<file path="src/rtl/serial_rx_pkg.sv">
// Shared types and helpers for the serial receiver.
// Assumes word lengths are coded as (bits - MIN_BITS) in a 2-bit field.
package serial_rx_pkg;
    typedef enum logic [2:0] {
        RXS_IDLE,
        RXS_START,
        RXS_DATA,
        RXS_PAR,
        RXS_STOP
    } rx_state_t;

    localparam int MIN_BITS = 5;

    // Convert the word-length code into a bit count.
    function automatic logic [3:0] code_to_bits(input logic [1:0] code);
        return 4'(MIN_BITS) + {2'b00, code};
    endfunction
endpackage

</file>
<file path="src/rtl/rx_sync.sv">
// Input synchronizer: brings the asynchronous line into the clock domain.
// Assumes the line idles high, so every stage resets to 1.
module rx_sync #(
    parameter int STAGES = 2
) (
    input  logic clk,
    input  logic rst_n,
    input  logic din,
    output logic dout
);
    logic [STAGES-1:0] sr;

    // Shift the line through the flop chain.
    always_ff @(posedge clk) begin
        if (!rst_n) sr <= '1;
        else        sr <= {sr[STAGES-2:0], din};
    end

    assign dout = sr[STAGES-1];
endmodule

</file>
<file path="src/rtl/rx_framer.sv">
// Frame engine: confirms the start bit, samples data, parity and stop bits
// at bit centres, and pulses `done` with the aligned word and its status.
// Assumes `tick` is a single-cycle enable at TICKS_PER_BIT times the bit rate.
module rx_framer
    import serial_rx_pkg::*;
#(
    parameter int DATA_W        = 8,
    parameter int TICKS_PER_BIT = 16
) (
    input  logic              clk,
    input  logic              rst_n,
    input  logic              tick,
    input  logic              rx_s,
    input  logic [1:0]        word_len,
    input  logic              parity_en,
    input  logic              parity_odd,
    output logic              done,
    output logic [DATA_W-1:0] data,
    output logic              perr,
    output logic              ferr
);
    localparam int CNT_W = $clog2(TICKS_PER_BIT);
    localparam logic [CNT_W-1:0] HALF_LAST = CNT_W'(TICKS_PER_BIT / 2 - 1);
    localparam logic [CNT_W-1:0] FULL_LAST = CNT_W'(TICKS_PER_BIT - 1);
    localparam logic [3:0] DW4 = 4'(DATA_W);

    rx_state_t         state;
    logic [CNT_W-1:0]  cnt;
    logic [3:0]        bit_idx;
    logic [3:0]        nbits_q;
    logic              pen_q, podd_q, par_acc, perr_q;
    logic [DATA_W-1:0] shreg;

    // Walk the frame one tick at a time and publish each finished word.
    always_ff @(posedge clk) begin
        if (!rst_n) begin
            state   <= RXS_IDLE;
            cnt     <= '0;
            bit_idx <= '0;
            nbits_q <= 4'(MIN_BITS);
            pen_q   <= 1'b0;
            podd_q  <= 1'b0;
            par_acc <= 1'b0;
            perr_q  <= 1'b0;
            shreg   <= '0;
            done    <= 1'b0;
            data    <= '0;
            perr    <= 1'b0;
            ferr    <= 1'b0;
        end else begin
            done <= 1'b0;
            if (tick) begin
                unique case (state)
                    RXS_IDLE: begin
                        if (!rx_s) begin
                            state   <= RXS_START;
                            cnt     <= '0;
                            bit_idx <= '0;
                            nbits_q <= code_to_bits(word_len);
                            pen_q   <= parity_en;
                            podd_q  <= parity_odd;
                            par_acc <= 1'b0;
                            perr_q  <= 1'b0;
                            shreg   <= '0;
                        end
                    end
                    RXS_START: begin
                        if (cnt == HALF_LAST) begin
                            cnt   <= '0;
                            state <= rx_s ? RXS_IDLE : RXS_DATA;
                        end else begin
                            cnt <= cnt + 1'b1;
                        end
                    end
                    RXS_DATA: begin
                        if (cnt == FULL_LAST) begin
                            cnt     <= '0;
                            shreg   <= {rx_s, shreg[DATA_W-1:1]};
                            par_acc <= par_acc ^ rx_s;
                            if (bit_idx == nbits_q - 1'b1)
                                state <= pen_q ? RXS_PAR : RXS_STOP;
                            else
                                bit_idx <= bit_idx + 1'b1;
                        end else begin
                            cnt <= cnt + 1'b1;
                        end
                    end
                    RXS_PAR: begin
                        if (cnt == FULL_LAST) begin
                            cnt    <= '0;
                            perr_q <= par_acc ^ rx_s ^ podd_q;
                            state  <= RXS_STOP;
                        end else begin
                            cnt <= cnt + 1'b1;
                        end
                    end
                    RXS_STOP: begin
                        if (cnt == FULL_LAST) begin
                            cnt   <= '0;
                            done  <= 1'b1;
                            ferr  <= ~rx_s;
                            perr  <= pen_q & perr_q;
                            data  <= shreg >> (DW4 - nbits_q);
                            state <= RXS_IDLE;
                        end else begin
                            cnt <= cnt + 1'b1;
                        end
                    end
                    default: state <= RXS_IDLE;
                endcase
            end
        end
    end
endmodule

</file>
<file path="src/rtl/rx_holding.sv">
// Holding register and host-visible flags for received words.
// Assumes `done` is a one-cycle pulse carrying a complete word and status.
module rx_holding #(
    parameter int DATA_W = 8
) (
    input  logic              clk,
    input  logic              rst_n,
    input  logic              done,
    input  logic [DATA_W-1:0] data_in,
    input  logic              perr_in,
    input  logic              ferr_in,
    input  logic              rd,
    output logic [DATA_W-1:0] rx_byte,
    output logic              data_ready,
    output logic              parity_err,
    output logic              framing_err,
    output logic              overrun
);
    logic accept;
    assign accept = done & (~data_ready | rd);

    // Store new words, flag lost words, and clear state on a host read.
    always_ff @(posedge clk) begin
        if (!rst_n) begin
            rx_byte     <= '0;
            data_ready  <= 1'b0;
            parity_err  <= 1'b0;
            framing_err <= 1'b0;
            overrun     <= 1'b0;
        end else if (accept) begin
            rx_byte     <= data_in;
            data_ready  <= 1'b1;
            parity_err  <= perr_in;
            framing_err <= ferr_in;
            overrun     <= 1'b0;
        end else if (done) begin
            overrun     <= 1'b1;
        end else if (rd) begin
            data_ready  <= 1'b0;
            parity_err  <= 1'b0;
            framing_err <= 1'b0;
            overrun     <= 1'b0;
        end
    end
endmodule

</file>
<file path="src/rtl/serial_rx_top.sv">
// Oversampling serial receiver: synchronizer, frame engine and holding register.
// Assumes tick16 comes from the transmitter's 16x bit-rate enable.
module serial_rx_top #(
    parameter int DATA_W        = 8,
    parameter int TICKS_PER_BIT = 16,
    parameter int SYNC_STAGES   = 2
) (
    input  logic              clk,
    input  logic              rst_n,
    input  logic              tick16,
    input  logic              rx_line,
    input  logic [1:0]        word_len,
    input  logic              parity_en,
    input  logic              parity_odd,
    input  logic              rd_strobe,
    output logic [DATA_W-1:0] rx_byte,
    output logic              data_ready,
    output logic              parity_err,
    output logic              framing_err,
    output logic              overrun
);
    logic              rx_s;
    logic              frame_done;
    logic [DATA_W-1:0] frame_data;
    logic              frame_perr, frame_ferr;

    rx_sync #(.STAGES(SYNC_STAGES)) u_sync (
        .clk(clk), .rst_n(rst_n), .din(rx_line), .dout(rx_s)
    );

    rx_framer #(.DATA_W(DATA_W), .TICKS_PER_BIT(TICKS_PER_BIT)) u_framer (
        .clk(clk), .rst_n(rst_n), .tick(tick16), .rx_s(rx_s),
        .word_len(word_len), .parity_en(parity_en), .parity_odd(parity_odd),
        .done(frame_done), .data(frame_data), .perr(frame_perr), .ferr(frame_ferr)
    );

    rx_holding #(.DATA_W(DATA_W)) u_hold (
        .clk(clk), .rst_n(rst_n), .done(frame_done), .data_in(frame_data),
        .perr_in(frame_perr), .ferr_in(frame_ferr), .rd(rd_strobe),
        .rx_byte(rx_byte), .data_ready(data_ready), .parity_err(parity_err),
        .framing_err(framing_err), .overrun(overrun)
    );
endmodule

</file>
<file path="config.mk">
export PLATFORM = sky130hd
export DESIGN_NAME = serial_rx_top
export DESIGN_NICKNAME = d
export VERILOG_FILES = /design/src/rtl/serial_rx_pkg.sv /design/src/rtl/rx_sync.sv /design/src/rtl/rx_framer.sv /design/src/rtl/rx_holding.sv /design/src/rtl/serial_rx_top.sv
export SDC_FILE = /design/constraint.sdc
export NUM_CORES = 1
export LEC_CHECK = 0
export BUFFER_PORTS_ARGS = -buffer_cell sky130_fd_sc_hd__buf_4
export CORE_AREA = 5 5 58 98
export CTS_CLUSTER_DIAMETER = 80
export DETAILED_ROUTE_END_ITERATION = 16
export DIE_AREA = 0 0 63 103
export PLACE_DENSITY = 0.82
export SETUP_SLACK_MARGIN = 0.05
export SLEW_MARGIN = 25
export SYNTH_ARGS = -nofsm -noshare
export SYNTH_HDL_FRONTEND = slang
export SYNTH_SLANG_ARGS = --single-unit
</file>
<file path="constraint.sdc">
create_clock -name clk -period 4.47 [get_ports clk]
set_input_delay 0.2235 -clock clk [delete_from_list [all_inputs] [get_ports clk]]
set_output_delay 0.2235 -clock clk [all_outputs]
set_load 0.01 [all_outputs]
</file>
==> metrics, run 1 <==
status=finished clean; final WL=5280 um; WHS Endpoint=u_hold.overrun; terminus of the critical flop-to-flop path=u_framer.bit_idx[3]; gr usage total=16.9%; Slowest-stage cell, CP=dfxtp_1; Peak Freq=0.404 GHz; root buf cell=clkbuf_8; Worst Hold Class=in2reg; GR Overflow Total=0; CTS tree=done; drt pass-1 iters=4; routed length per instance=between 10 and 15 um; Layout Area Growth over Synthesis=9.66%; Design Area, Final=2780 sq um; Initial Util=between 50% and 60%; Worst slew margin=about half; CP Cell Sequence=inv_1 -> ha_1 -> xnor2_1 -> nor2_1 -> and4_1 -> or4_1 -> o21ai_1; Yosys cell types=45; sequential-to-total area share from yosys stat=41.0%; die height=103 um; initial antenna violation count=0; Clock Power Share=38.8%; crit end category=flop; Final Hold Viols=0; dominant synthesized flop cell=dfxtp_1; largest area contributor in the netlist=dfxtp_1; DRT iter0 DRCs=94; most frequent cell after synthesis=dfxtp_1; Worst Path Buf+Inv=1; Net Sw Frac=23.3%; hold_sp=rd_strobe; H-Tree Depth=2; Nets=315; antenna-violating nets left=0; Clock transition at path regs=0.10 ns; leakage=approximately 1.0 nW; Worst Path Required=4.72 ns; Seq pwr share=55.4%; PD cells=roughly 300 nW/um^2; commonest cells in the synthesized netlist=dfxtp_1, nand2_1, nor2_1, a21oi_1, nand3_1; Synth area leaders=dfxtp_1, nand2_1, a21oi_1; post-route setup TNS=0 ns; placed cell area=2670 sq um; reg2reg start=u_framer.nbits_q[0]; Mapped Nets=307; synthesized area=around 2500 sq um; post_cts resized=0; Clock Sinks=52; RSZ-0062 raised after global routing=false; Die Wd=63 um; Final Cycle Share=55.3%; critical path's top delay family=simple AND/OR/NAND/NOR gates; share of layout cells above drive strength 1=14.9%; Worst Setup Path Type=reg2reg; Post-Syn Instances=between 200 and 300; worst-case reg-to-reg path depth=7; routed vias/inst=5.91; DR vias=2105; Logic pwr share=slightly below 6%; skew final=between 0.01 and 0.015 ns; Final setup viols=0; I/O Buffers=20; peak supply drop=0.217 mV; Design Power=853 uW; Clk Latency, worst-skew pair=approximately 0.31 ns; Synth Warn #=0; Async S/R FF share, synth=0%; reg2reg setup slack=2.00 ns; io pins=21; Max Buffers Root-to-Sink=2; Internal=654 uW; number of global-route vias before repair=between 2000 and 2500; crit start category=flop; FF+latch count, synth=between 50 and 60; Die Area=between 6000 and 7000 sq um; maxcap violations=0; top-area cell type share of the netlist area=roughly two fifths; Switch Pwr=199 uW; Fin Hold WS=0.0809 ns; share of the core filled with cells=a little under three fifths; hold depth=2; Final min period=between 2 and 2.5 ns; n_diodes=0; Max stage delay on crit path=just over 0.6 ns; Remaining DRCs=0; Syn Area/Cell=8.66 sq um; Least-Margin Pin Slew=0.735 ns; dpl hpwl=3750 um; post-CTS setup buffers=0; row count=34; gpl congestion=0.810; EDFF count, synth=0; CTS Hold Bufs=0; fin. max-slew vios=0; core footprint=approximately 5000 sq um; cts bufs inserted=5; global-route wire length before repair=around 9000 um; Arr. time, crit path=2.72 ns; largest net degree at the start of global routing=43; Max Fanout on Critical Path=11
## state kept, by name (all words and copies together) (netlist names), 2 cells and up
signal and flops:
u_framer.nbits_q 4, u_framer.bit_idx 4, u_framer.cnt 4, u_framer.state 3, u_sync.sr 2, u_framer.shreg 8, u_hold.rx_byte 8, u_framer.data 8
## power groups by stage
stage | combinational, mW | clock (mW) | sequential (mW)
final | 0.0492 | 0.331 | 0.473
after global routing | 0.0545 | 0.358 | 0.474
after CTS | 0.0493 | 0.340 | 0.473
after detailed placement | 0.0491 | 0 | 0.484
after global placement | 0.0478 | 0 | 0.484
after floorplan | 0.0402 | 0 | 0.479
## stage by stage
stage,instances,setup WS (ns)
2_1_floorplan,293,2.31
3_3_place_gp,348,2.09
3_5_place_dp,348,2.01
4_1_cts,356,1.99
5_1_grt,356,1.78
6_report,356,2.00
## metal layers
layer	share of wire [%]	GRT usage (%)	vias to the layer above
li1	-	-	1057
met2	58	32.7	16
met3	1.6	2.18	7
met1	39	17.7	1025
met5	0	0	-
met4	1.3	7.68	0
## worst register-to-register path, delay by kind of cell (launching register included)
| kind | cells | cell delay (ns) |
|---|---|---|
| compound gates | 1 | 0.08 |
| xor+xnor | 1 | 0.16 |
| flops | 1 | 0.62 |
| fa+ha+maj | 1 | 0.57 |
| simple gates | 3 | 0.78 |
| buf+inv | 1 | 0.21 |
## cells by family after synthesis
logic type	Yosys count	synth area share [%]
xor gates and xnor gates	9	3.65
muxes	20	9.56
and+or+nand+nor	122	23.7
adders and majority gates	5	2.46
DFF	52	41.0
AOI/OAI and AO/OA	58	15.0
buffers and inverters	27	4.68
## cell type report
type	instances	area, sq um
Sequential cell	52	1040
Multi-Input combinational cell	214	1380
Clock inverter	3	46.3
Tap cell	54	67.6
Clock buffer	5	68.8
Timing Repair Buffer	20	150
Inverter	8	31.3
Fill cell	441	2110
## cell usage in the layout (no fill, tap or decap), drive strengths merged, types with 2 or more instances in the layout
cell type and instances:
mux2 4, inv 8, mux2i 13, o211ai 6, mux4 3, buf 20
o31ai 2, and2 2, a21oi 27, nor3 4, xnor2 4, nand4b 2
nand2 37, dfxtp 52, o22ai 2, a22oi 4, or3 5, o21ai 9
ha 5, nand3 26, xor2 4, clkbuf 5, nor2 31, nand2b 3
a32oi 6, or4 4, nand4 2
## how the worst max path moves through the flow
stage / start / endpoint / cells after the start / slack (ns)
after floorplan: u_framer.nbits_q[0] / u_framer.bit_idx[3] / 9 / 2.31
after global placement: u_framer.nbits_q[0] / u_framer.bit_idx[3] / 7 / 2.09
after detailed placement: u_framer.nbits_q[0] / u_framer.bit_idx[3] / 7 / 2.01
after CTS: u_framer.nbits_q[0] / u_framer.bit_idx[3] / 7 / 1.99
after global routing: u_framer.nbits_q[0] / u_framer.bit_idx[3] / 7 / 1.78
final: u_framer.nbits_q[0] / u_framer.bit_idx[3] / 7 / 2.00
No activity file was read; power rests on OpenSTA's default activity.
==> run 2, diff against run 1 <==
- ABC_AREA: not set -> 1
- CORE_AREA: 5 5 58 98 -> 5 5 58 99
- DIE_AREA: 0 0 63 103 -> 0 0 63 104
- clock period: 4.47 -> 2.6 ns (I/O delays scaled with it)
==> metrics, run 2 <==
io pins=21 (unchanged); synthesized area=2560 sq um (was 2540 sq um); most frequent cell after synthesis=nand2_1 (was dfxtp_1); dpl hpwl=3990 um (was 3750 um); most common cell after layout, fill and taps aside=nand2_1 (was dfxtp_1); crit end category=flop (unchanged); Die Area=6550 sq um (was 6490 sq um); commonest cells in the synthesized netlist=nand2_1, dfxtp_1, a21oi_1, inv_1, nor2_1 (was dfxtp_1, nand2_1, nor2_1, a21oi_1, nand3_1); WHS Endpoint=u_sync.sr[0] (was u_hold.overrun); top-area cell type share of the netlist area=40.6% (was 41.0%); worst-case reg-to-reg path depth=11 (was 7); crit start category=flop (unchanged); Reg area=1040 sq um (unchanged); Switch Pwr=1.16 mW (was 199 uW); global-route wire length before repair=9200 um (was 8970 um); Remaining DRCs=0 (unchanged); CTS tree=done (unchanged); Yosys cell types=39 (was 45); Final Cycle Share=72.1% (was 55.3%); Non-Filler Instances=426 (was 356); largest net degree at the start of global routing=34 (was 43); I/O Buffers=20 (unchanged); number of global-route vias before repair=2187 (was 2075); CTS Hold Bufs=0 (unchanged); Final setup viols=0 (unchanged); Layout Area Growth over Synthesis=10.5% (was 9.66%); initial antenna violation count=0 (unchanged); post-route setup TNS=0 ns (unchanged); post-CTS setup buffers=0 (unchanged); DRT iter0 DRCs=129 (was 94); Nets=385 (was 315); most frequent cells in the layout=nand2_1, dfxtp_1, a21oi_1, inv_1, nor2_1 (was dfxtp_1, nand2_1, nor2_1, a21oi_1, nand3_1); routed vias/inst=5.32 (was 5.91); Largest regs=u_framer.data: 8 flops, u_framer.shreg: 8 flops, u_hold.rx_byte: 8 flops (unchanged); GR Overflow Total=0 (unchanged); Cells after DPL=418 (was 348); Max Fanout on Critical Path=8 (was 11); Final Hold Viols=0 (unchanged); reg2reg setup slack=0.73 ns (was 2.00 ns); placed cell area=2740 sq um (was 2670 sq um); Synth Warn #=0 (unchanged); Logic pwr share=44.8% (was 5.8%); die height=104 um (was 103 um); Clock Power Share=17.6% (was 38.8%); PD cells=928 nW/um^2 (was 307 nW/um^2); multi-input logic area=1310 sq um (was 1380 sq um); Async S/R FF share, synth=0% (unchanged); hold_sp=rx_line (was rd_strobe); EDFF count, synth=0 (unchanged); share of layout cells above drive strength 1=16.9% (was 14.9%); Worst Setup Path Type=reg2reg (unchanged); Final min period=1.87 ns (was 2.47 ns); Arr. time, crit path=2.13 ns (was 2.72 ns); drt pass-1 iters=4 (unchanged); Die Wd=63 um (unchanged); Fin Hold WS=0.00683 ns (was 0.0809 ns); Clock Sinks=52 (unchanged); Fill cells=445 (was 441); leakage=1.22 nW (was 1.05 nW); status=finished clean (unchanged); dominant synthesized flop cell=dfxtp_1 (unchanged); Design Power=2.63 mW (was 853 uW); Max Buffers Root-to-Sink=2 (unchanged); Clk Latency, worst-skew pair=0.31 ns (about the same); Worst Hold Class=in2reg (unchanged); antenna-violating nets left=0 (unchanged); Post-Syn Instances=353 (was 293); largest area contributor in the netlist=dfxtp_1 (unchanged); row count=34 (unchanged); Clock transition at path regs=0.09 ns (was 0.10 ns); Peak Freq=0.533 GHz (was 0.404 GHz); sequential-to-total area share from yosys stat=40.6% (was 41.0%); final WL=5330 um (was 5280 um); FF+latch count, synth=52 (unchanged); n_diodes=0 (unchanged); root buf cell=clkbuf_8 (unchanged); post_cts resized=0 (unchanged); Worst slew margin=56.2% (was 51.0%); RSZ-0062 raised after global routing=false (unchanged); Syn Area/Cell=7.26 sq um (was 8.66 sq um); H-Tree Depth=2 (unchanged); Worst Path Required=2.85 ns (was 4.72 ns); reg2reg start=u_framer.nbits_q[0] (unchanged); Internal=1.47 mW (was 654 uW); fin. max-slew vios=0 (unchanged); Synth area leaders=dfxtp_1, nand2_1, a21oi_1 (unchanged); maxcap violations=0 (unchanged); gpl congestion=0.836 (was 0.810); gr usage total=16.8% (was 16.9%); terminus of the critical flop-to-flop path=u_framer.state[2] (was u_framer.bit_idx[3]); cts bufs inserted=5 (unchanged); peak supply drop=0.712 mV (was 0.217 mV); Seq pwr share=37.6% (was 55.4%); hold depth=2 (unchanged); Mapped Nets=367 (was 307); Design Area, Final=2830 sq um (was 2780 sq um); Least-Margin Pin Slew=0.654 ns (was 0.735 ns); Net Sw Frac=44.0% (was 23.3%); DR vias=2267 (was 2105); skew final=0.00587 ns (was 0.0120 ns); Initial Util=52.4% (was 51.9%); routed length per instance=12.5 um (was 14.8 um); core footprint=4890 sq um (unchanged)
run 2: cell type report:
cell class / instances / share of cell area, %
clock buffer: 5 / 2.43
clock inverter: 3 / 0.840
inverter: 41 / 5.53
multi-input combinational: 250 / 46.4
sequential: 52 / 36.8
tap: 54 / 2.39
timing repair buffer: 21 / 5.57
run 2: how the worst max path moves through the flow:
stage	startpoint	end	slack [ns]
6_report	u_framer.nbits_q[0]	u_framer.state[2]	0.73
4_1_cts	u_framer.nbits_q[0]	u_framer.state[2]	0.73
5_1_grt	u_framer.nbits_q[0]	u_framer.state[2]	0.56
3_3_place_gp	u_framer.nbits_q[0]	u_framer.state[2]	0.86
3_5_place_dp	u_framer.nbits_q[0]	u_framer.state[2]	0.79
2_1_floorplan	u_framer.nbits_q[0]	u_framer.state[2]	0.86
run 2: metrics by stage:
step	worst slack, ns	utilization (%)
final	0.725	57.8
after floorplan	0.856	-
after global placement	0.864	55.9
after detailed placement	0.793	55.9
after CTS	0.730	57.8
after global routing	0.563	57.8
run 2: power groups by stage:
stage / Combinational, mW / Clock, mW / Sequential (mW)
2_1_floorplan: 0.976 / 0 / 0.986
3_3_place_gp: 1.13 / 0 / 1.00
3_5_place_dp: 1.17 / 0 / 1.00
4_1_cts: 1.17 / 0.475 / 0.986
5_1_grt: 1.34 / 0.506 / 0.999
6_report: 1.18 / 0.461 / 0.989
run 2: logic make-up after synthesis:
| kind of cell | Yosys count | share of synthesized area (%) |
|---|---|---|
| buf+inv | 51 | 8.06 |
| flops | 52 | 40.6 |
| xor+xnor | 6 | 2.34 |
| simple gates | 160 | 28.6 |
| compound gates | 79 | 17.9 |
| fa+ha+maj | 5 | 2.44 |
run 2: per-layer routing:
layer	track usage [%]	part of all wire, %	wire length (um)
met5	0	0	0
met4	7.44	2.3	125
met3	3.03	3.2	170
met2	32.0	55	2940
met1	16.9	39	2100
run 2: worst max-delay path: stages, from the launching register on:
cell and delay (ns):
dfxtp_1 0.35, inv_1 0.12, ha_1 0.43, xor2_1 0.18, nand2_1 0.07, nor2_1 0.17, nand2_2 0.11, nand2_2 0.10
nand2_1 0.08, nand2_1 0.07, nand2_1 0.06, nor2_1 0.09
==> run 3, diff against run 2 <==
- ABC_AREA: 1 -> 0
- CORE_AREA: 5 5 58 99 -> 5 5 59 100
- DIE_AREA: 0 0 63 104 -> 0 0 64 105
- PLACE_DENSITY: 0.82 -> 0.83
- clock period: 2.6 -> 1.5 ns (I/O delays scaled with it)
==> metrics, run 3 (same netlist as run 1, synthesis figures left out) <==
setup ws final=-0.339 ns (was 0.725 ns); Arr. time, crit path=2.09 ns (was 2.13 ns); root buf cell=clkbuf_8 (unchanged); peak supply drop=0.872 mV (was 0.712 mV); dpl hpwl=4550 um (was 3990 um); Clock transition at path regs=0.10 ns (was 0.09 ns); Die Area=6720 sq um (was 6550 sq um); largest net degree at the start of global routing=42 (was 34); Largest regs=u_framer.data: 8 flops, u_framer.shreg: 8 flops, u_hold.rx_byte: 8 flops (unchanged); Final Cycle Share=123% (was 72.1%); skew final=0.00961 ns (was 0.00587 ns); Fill cells=305 (was 445); H-Tree Depth=2 (unchanged); Clk Latency, worst-skew pair=0.32 ns (was 0.31 ns); core footprint=4980 sq um (was 4890 sq um); routed length per instance=18.9 um (was 12.5 um); Die Wd=64 um (was 63 um); initial antenna violation count=0 (unchanged); row count=34 (unchanged); terminus of the critical flop-to-flop path=u_framer.data[2] (was u_framer.state[2]); PD cells=666 nW/um^2 (was 928 nW/um^2); cts bufs inserted=5 (unchanged); DRT iter0 DRCs=151 (was 129); gpl congestion=0.842 (was 0.836); Layout Area Growth over Synthesis=48.4% (was 10.5%); Least-Margin Pin Slew=0.466 ns (was 0.654 ns); CTS tree=done (unchanged); hold_sp=parity_en (was rx_line); DR vias=2581 (was 2267); Worst slew margin=68.9% (was 56.2%); routed vias/inst=6.04 (was 5.32); maxcap violations=0 (unchanged); GR Overflow Total=0 (unchanged); Final setup viols=38 (was 0); reg2reg setup slack=-0.34 ns (was 0.73 ns); Worst Path Required=1.75 ns (was 2.85 ns); Worst Setup Path Type=reg2reg (unchanged); share of the core filled with cells=75.7% (was 57.8%); WHS Endpoint=u_framer.pen_q (was u_sync.sr[0]); Design Area, Final=3770 sq um (was 2830 sq um); n_diodes=0 (unchanged); RSZ-0062 raised after global routing=true (was false); placed cell area=3150 sq um (was 2740 sq um); Clock Sinks=52 (unchanged); worst-case reg-to-reg path depth=7 (was 11); Peak Freq=0.544 GHz (was 0.533 GHz); Final min period=1.84 ns (was 1.87 ns); die height=105 um (was 104 um); failing checks=negative setup slack; final WL=8060 um (was 5330 um); I/O Buffers=20 (unchanged); status=finished with violations (was finished clean); crit start category=flop (unchanged); reg2reg start=u_framer.cnt[1] (was u_framer.nbits_q[0]); most common cell after layout, fill and taps aside=buf_4 (was nand2_1); global-route wire length before repair=12200 um (was 9200 um); share of layout cells above drive strength 1=45.8% (was 16.9%); Remaining DRCs=0 (unchanged); hold depth=3 (was 2); crit end category=flop (unchanged); fin. max-slew vios=0 (unchanged); Initial Util=51.0% (was 52.4%); Worst Hold Class=in2reg (unchanged); number of global-route vias before repair=2510 (was 2187); pre-CTS WS=-0.284 ns (was 0.793 ns); antenna-violating nets left=0 (unchanged); gr usage total=22.7% (was 16.8%); most frequent cells in the layout=buf_4, dfxtp_1, nand2_1, nor2_1, a21oi_1 (was nand2_1, dfxtp_1, a21oi_1, inv_1, nor2_1); Max Fanout on Critical Path=7 (was 8); Cells after DPL=396 (was 418); leakage=1.46 nW (was 1.22 nW); io pins=21 (unchanged); drt pass-1 iters=4 (unchanged); Non-Filler Instances=427 (was 426); Max Buffers Root-to-Sink=2 (unchanged); Nets=386 (was 385); Final Hold Viols=0 (unchanged)
## run 3: cell types whose count changed in the layout (fill, tap and decap cells not counted), sizes merged, moves of 6 or more
cell,previous run,this run
o21ai,29,9
a32oi,0,6
buf,21,86
mux2i,0,13
inv,41,7
nand2,82,37
a21oi,38,27
nor2,39,31
## run 3: through the flow
step           power (mW)  hold WS [ns]  setup TNS, ns
2_1_floorplan        1.58         0.154          -2.74
3_3_place_gp         1.65         0.258          -3.87
3_5_place_dp         1.66         0.263          -4.72
4_1_cts              2.48        0.0115          -5.28
5_1_grt              2.60        0.0475         -10.18
6_report             2.51        0.0374          -7.17
## run 3: worst max-delay path by stage
stage / startpoint / endpoint
after floorplan: u_framer.nbits_q[0] / u_framer.bit_idx[3]
after global placement: u_framer.nbits_q[0] / u_framer.bit_idx[0]
after detailed placement: u_framer.cnt[1] / u_framer.bit_idx[3]
after CTS: u_framer.cnt[1] / u_framer.bit_idx[3]
after global routing: u_framer.cnt[1] / u_framer.data[2]
final: u_framer.cnt[1] / u_framer.data[2]
## run 3: layout make-up
type                       count  area (sq um)  area share [%]
clock buffer                   6          72.6            1.93
inverter                       8          37.5           0.996
tap                           54          67.6            1.79
timing repair buffer          90           766            20.3
clock inverter                 2          16.3           0.432
multi-input combinational    215          1750            46.5
sequential                    52          1060            28.1
## run 3: metal layers
metal  global-route usage (%)  share of wire (%)  wire length [um]
met1                     24.5                 37              2960
met2                     42.1                 57              4570
met3                     3.76                3.8               304
met4                     9.36                2.7               221
met5                        0                  0                 0
## run 3: timing repair
action	CTS	global route
hold buffers	4	0
resized for setup	47	29
endpoints found under the setup margin	37	45
pin swaps	32	23
buffers inserted	10	7
endpoints found under the hold margin	4	0
cloned	2	1
## run 3: report_power, final
group	switching, mW	internal (mW)	total, mW
Sequential	0.0141	1.39	1.40
Clock	0.479	0.333	0.812
Combinational	0.153	0.141	0.294
## run 3: worst max-delay path, stage by stage, from the launching register on
cell and delay, ns:
dfxtp_2 0.37, ha_4 0.18, nand3_4 0.09, or4_4 0.57, nor2_4 0.25, buf_6 0.14, a22oi_2 0.05, nor2_1 0.13
